==> src/rtl/ldst_pkg.sv <==
package ldst_pkg;

    localparam int INSTR_W   = 32;
    localparam int IMM_W     = 12;

    // Field positions decoded by the datapath
    localparam int OP_HI     = 27;
    localparam int OP_LO     = 26;
    localparam int BIT_REGOF = 25;
    localparam int BIT_PRE   = 24;
    localparam int BIT_ADD   = 23;
    localparam int BIT_BYTE  = 22;
    localparam int BIT_WBQ   = 21;
    localparam int BIT_LOAD  = 20;

    localparam logic [1:0] OP_MEM = 2'b01;

    typedef struct packed {
        logic reg_off;    // offset taken from the register path
        logic pre_index;  // apply offset before the access
        logic add_dir;    // add (1) or subtract (0)
        logic byte_acc;   // byte (1) or word (0)
        logic wb_req;     // explicit writeback request
        logic load_dir;   // load (1) or store (0)
    } mem_ctrl_t;

    function automatic mem_ctrl_t decode_ctrl(input logic [INSTR_W-1:0] iw);
        mem_ctrl_t c;
        c.reg_off   = iw[BIT_REGOF];
        c.pre_index = iw[BIT_PRE];
        c.add_dir   = iw[BIT_ADD];
        c.byte_acc  = iw[BIT_BYTE];
        c.wb_req    = iw[BIT_WBQ];
        c.load_dir  = iw[BIT_LOAD];
        return c;
    endfunction

    function automatic logic is_mem_op(input logic [INSTR_W-1:0] iw);
        return iw[OP_HI:OP_LO] == OP_MEM;
    endfunction

    // Base writeback is needed in post-indexed mode or on request
    function automatic logic needs_wb(input mem_ctrl_t c);
        return !c.pre_index || c.wb_req;
    endfunction

endpackage

==> src/rtl/ldst_decode.sv <==
module ldst_decode
    import ldst_pkg::*;
(
    input  logic [INSTR_W-1:0] instr,
    output logic               mem_op,
    output mem_ctrl_t          ctrl,
    output logic [IMM_W-1:0]   imm_field
);
    logic unused_fields;

    always_comb begin
        mem_op    = is_mem_op(instr);
        ctrl      = decode_ctrl(instr);
        imm_field = instr[IMM_W-1:0];
    end

    assign unused_fields = ^{instr[INSTR_W-1:OP_HI+1], instr[BIT_LOAD-1:IMM_W]};

endmodule

==> src/rtl/ldst_offset_mux.sv <==
module ldst_offset_mux #(
    parameter int DATA_W = 32,
    parameter int IMM_W  = 12
) (
    input  logic              reg_sel,
    input  logic [IMM_W-1:0]  imm_field,
    input  logic [DATA_W-1:0] reg_offset,
    output logic [DATA_W-1:0] offset
);
    localparam int PAD_W = DATA_W - IMM_W;

    logic [DATA_W-1:0] imm_ext;

    generate
        if (PAD_W > 0) begin : g_pad
            assign imm_ext = {{PAD_W{1'b0}}, imm_field};
        end else begin : g_trunc
            assign imm_ext = imm_field[DATA_W-1:0];
        end
    endgenerate

    always_comb begin
        offset = reg_sel ? reg_offset : imm_ext;
    end

endmodule

==> src/rtl/ldst_addsub.sv <==
module ldst_addsub #(
    parameter int DATA_W = 32
) (
    input  logic [DATA_W-1:0] base,
    input  logic [DATA_W-1:0] offset,
    input  logic              add_dir,
    output logic [DATA_W-1:0] result
);
    logic [DATA_W-1:0] operand;

    // Single adder: subtract as base + ~offset + 1
    always_comb begin
        operand = add_dir ? offset : ~offset;
        result  = base + operand + {{(DATA_W-1){1'b0}}, ~add_dir};
    end

endmodule

==> src/rtl/ldst_agu.sv <==
module ldst_agu
    import ldst_pkg::*;
#(
    parameter int DATA_W = 32
) (
    input  logic              clk,
    input  logic              rst,
    input  logic              in_valid,
    input  logic [31:0]       instr,
    input  logic [DATA_W-1:0] base_val,
    input  logic [DATA_W-1:0] reg_offset,
    output logic              out_valid,
    output logic [DATA_W-1:0] addr,
    output logic              wb_en,
    output logic [DATA_W-1:0] wb_val,
    output logic              byte_sel,
    output logic              is_load
);
    logic              mem_op;
    mem_ctrl_t         ctrl;
    logic [IMM_W-1:0]  imm_field;
    logic [DATA_W-1:0] offset;
    logic [DATA_W-1:0] adj_base;
    logic [DATA_W-1:0] addr_nxt;
    logic              take;

    ldst_decode u_dec (
        .instr     (instr),
        .mem_op    (mem_op),
        .ctrl      (ctrl),
        .imm_field (imm_field)
    );

    ldst_offset_mux #(.DATA_W(DATA_W), .IMM_W(IMM_W)) u_off (
        .reg_sel    (ctrl.reg_off),
        .imm_field  (imm_field),
        .reg_offset (reg_offset),
        .offset     (offset)
    );

    ldst_addsub #(.DATA_W(DATA_W)) u_add (
        .base    (base_val),
        .offset  (offset),
        .add_dir (ctrl.add_dir),
        .result  (adj_base)
    );

    always_comb begin
        take     = in_valid && mem_op;
        addr_nxt = ctrl.pre_index ? adj_base : base_val;
    end

    // Valid and enable clear when idle; data fields hold their last value
    always_ff @(posedge clk) begin
        if (rst) begin
            out_valid <= 1'b0;
            wb_en     <= 1'b0;
            addr      <= '0;
            wb_val    <= '0;
            byte_sel  <= 1'b0;
            is_load   <= 1'b0;
        end else begin
            out_valid <= take;
            wb_en     <= take && needs_wb(ctrl);
            if (take) begin
                addr     <= addr_nxt;
                wb_val   <= adj_base;
                byte_sel <= ctrl.byte_acc;
                is_load  <= ctrl.load_dir;
            end
        end
    end

endmodule

==> config.mk <==
export PLATFORM = sky130hd
export DESIGN_NAME = ldst_agu
export DESIGN_NICKNAME = d
export VERILOG_FILES = /design/src/rtl/ldst_pkg.sv /design/src/rtl/ldst_decode.sv /design/src/rtl/ldst_offset_mux.sv /design/src/rtl/ldst_addsub.sv /design/src/rtl/ldst_agu.sv
export SDC_FILE = /design/constraint.sdc
export NUM_CORES = 1
export LEC_CHECK = 0
export BUFFER_PORTS_ARGS = -buffer_cell sky130_fd_sc_hd__buf_4
export CORE_AREA = 2 2 111 113
export CTS_CLUSTER_SIZE = 24
export DETAILED_ROUTE_END_ITERATION = 10
export DIE_AREA = 0 0 113 115
export PLACE_DENSITY_LB_ADDON = 0.05
export RECOVER_POWER = 100
export SLEW_MARGIN = 20
export SYNTH_ARGS = -nofsm -noshare
export SYNTH_HDL_FRONTEND = slang
export SYNTH_HIERARCHICAL = 1
export SYNTH_SLANG_ARGS = --single-unit
==> constraint.sdc <==
create_clock -name clk -period 3.6 [get_ports clk]
set_input_delay 0.18 -clock clk [delete_from_list [all_inputs] [get_ports clk]]
set_output_delay 0.18 -clock clk [all_outputs]
set_load 0.005 [all_outputs]
==> metrics <==
Post-Place Worst Slack approximately 0.14 ns; DRC viols 10; CTS tree built; Die ar. ~13,000 um2; Fillers 1,100; Clock Path Buffers 2; Syn Area/Cell 8.88 um2; number of cells on the critical path 13; Yosys reg bits approximately 70; sequential area share after synthesis 0.237; clk sink count 68; max-cap violations 1; sequential share of power 0.288; PnR worst setup slack between 0.4 and 0.5 ns; Buf/Inv on CP 2; commonest non-fill, non-tap cell in the layout a21oi_1; grt total ovfl 0; Main synth FF type dfxtp_1; Mapped Nets 780; final slew viol count 102; Reg2Reg Capture Point wb_val[22]$_SDFFE_PP0P_; Starting Density 0.487; Area growth syn-to-layout 20.2%; initial detailed-routing violation count 342; H-Tree Level Count 3; count of different cell masters after synthesis just over 60; maximum clock frequency 0.315 GHz; Worst Setup SP instr[25]; R2R Setup Slk approximately 2.8 ns; # IOs roughly 170; Clk pwr share 0.343; clk slew on worst S/H paths roughly 0.06 ns; CP Capture Type flop; Final #Nets around 880; first-pass GRT wire length between 20 and 30 mm; crit path kind input pin to flop; Worst EP required just under 4 ns; post-CTS setup repair buffer count 0; Hold Buf Count CTS 0; post-placement cell area between 6000 and 7000 um2; switch share 0.343; synth warn 6; number of routed nets with antenna violations 0; skew final 0 ns; Fin. Hold Viols 0; Worst-Margin Slew between 2 and 2.5 ns; initial antenna violation count 0; post-route setup TNS 0 ns; via/cell ratio 5.61; crit-path cells buf_4 -> buf_4 -> mux2_1 -> xnor2_1 -> ha_1 -> nand4_1 -> a211oi_1 -> o41ai_2 -> o21a_1 -> o41ai_1 -> xor2_1 -> mux2i_1 -> a211oi_2; CTS Buf Count 9; internal power about 1.9 mW; Clock Root Buffer clkbuf_16; Finish-stage setup viols 0; Power Total 2.85 mW; Routed WL per cell 17.6 um; Detail Placement HPWL roughly 11 mm; P_leak 2.88 nW; crit path DAT between 3 and 4 ns; Synth Instances between 600 and 700; Worst path max stage delay approximately 0.45 ns; total wire length roughly 16 mm; Die W around 110 um; FP Rows 40; Rel. slew slack -0.412; drt pass-1 iters 8; Synth async-reset ratio 0; Hold Path Class input pin to flop; worst skew pair latency 0.34 ns; CP max stage cell o41ai_1; Tmin final between 3 and 4 ns; R2R cell count 2; Critical Path Fanout Max 10; post-synth design cell area ~5700 um2; core box area 11,800 um2; Final Cell Area 6910 um2; layout cells sized above 1 0.287; most frequent cells in the layout a21oi_1 (97), buf_4 (90), dfxtp_1 (68); RD Place Congestion 0.854; number of global-route vias before repair around 5.0k; pin count of the biggest net entering global routing about 100; status complete, but fails checks; Peak VDD IR ~0.00026 V; Setup crit start kind input pin; most used cell, CP buf_4; I/O Buffers around 150; beginning of the worst hold path instr[21]; P_sw just under 1 mW; Die Ht around 120 um; failing checks design-rule violations, max-capacitance violations, max-slew violations; Comb pwr share 0.369; CTS resizes 0; Global Route Usage Sum 0.244; PwrDens 412 nW/um2; worst r2r src wb_val[22]$_SDFFE_PP0P_; crit share post-route 0.881; RSZ-0062 raised after global routing no; ant diodes 0; number of synthesized flops with an enable pin 0; CP delay by family, top compound AO/OA/AOI/OAI gates; via count 5,063; CP Capture Point addr[29]$_SDFFE_PP0P_
cell families (layout without fill, tap and decap cells):
logic type / after synthesis / count (layout) / synth area share
compound gates: 235 / 235 / 0.311
xor+xnor: 62 / 62 / 0.0945
fa+ha+maj: 34 / 34 / 0.0753
buf+inv: 77 / 185 / 0.0814
flops: 68 / 68 / 0.237
mux: 44 / 44 / 0.0858
simple gates: 127 / 127 / 0.116
cell usage after synthesis, drive strengths merged (3+ instances only):
cell type	count	area (um2)
ha	33	413
clkbuf	12	45.0
o41ai	3	41.3
buf	57	393
nand2	25	93.8
a21oi	98	494
a21o	10	75.1
mux2i	32	320
o31ai	3	41.3
mux2	12	173
inv	8	30.0
o21bai	5	37.5
xnor2	49	429
xor2	13	114
dfxtp	68	1360
nand3	37	185
nor2b	7	53.8
o21ai	22	110
nor3	5	25.0
and2	24	150
a21bo	34	340
o21a	5	37.5
nor2	17	63.8
a211oi	39	448
power groups by stage:
stage	Combinational (mW)	Clock, mW	Sequential (mW)
4_1_cts	1.08	0.999	0.821
2_1_floorplan	0.776	0	0.837
6_report	1.05	0.977	0.820
3_3_place_gp	1.06	0	0.836
5_1_grt	1.16	1.03	0.825
3_5_place_dp	1.07	0	0.836
flip-flops by register name (all words and copies together), names as in the netlist:
| signal | count |
|---|---|
| addr | 32 |
| wb_val | 32 |
| byte_sel | 1 |
| is_load | 1 |
| out_valid | 1 |
| wb_en | 1 |
final cells by class:
cell class / count / area [um2] / area share
repair buffers: 162 / 1170 / 0.169
multi-input cells: 502 / 3850 / 0.557
inverters: 8 / 30.0 / 0.00435
well taps: 147 / 184 / 0.0266
clock buffers: 9 / 225 / 0.0326
clock inverters: 6 / 88.8 / 0.0129
flip-flops and latches: 68 / 1360 / 0.197
routing by layer:
layer | GRT usage | part of all wire
met5 | 0 | 0
met2 | 0.406 | 0.48
met1 | 0.324 | 0.46
met3 | 0.0522 | 0.049
met4 | 0.0577 | 0.0099
worst min-delay path by stage:
stage | endpoint | slack (ns) | cells after the start
2_1_floorplan | wb_val[0]$_SDFFE_PP0P_ | 0.40 | 3
3_3_place_gp | byte_sel$_SDFFE_PP0P_ | 0.44 | 3
3_5_place_dp | wb_en$_SDFF_PP0_ | 0.45 | 3
4_1_cts | wb_en$_SDFF_PP0_ | 0.09 | 3
5_1_grt | byte_sel$_SDFFE_PP0P_ | 0.11 | 3
6_report | wb_en$_SDFF_PP0_ | 0.1 | 3
tightest hold or removal path, stage by stage:
cell and delay [ns]:
buf_4 0.08, nor2b_1 0.03, nor3_1 0.11
metrics by stage:
stage / hold WS, ns / util / std cells
finish: 0.0953 / 0.585 / 902
floorplan: 0.398 / - / 647
global route: 0.107 / 0.585 / 902
global placement: 0.444 / 0.569 / 887
CTS: 0.0854 / 0.596 / 902
detailed placement: 0.453 / 0.569 / 887
Power figures use the tool's default switching activity.
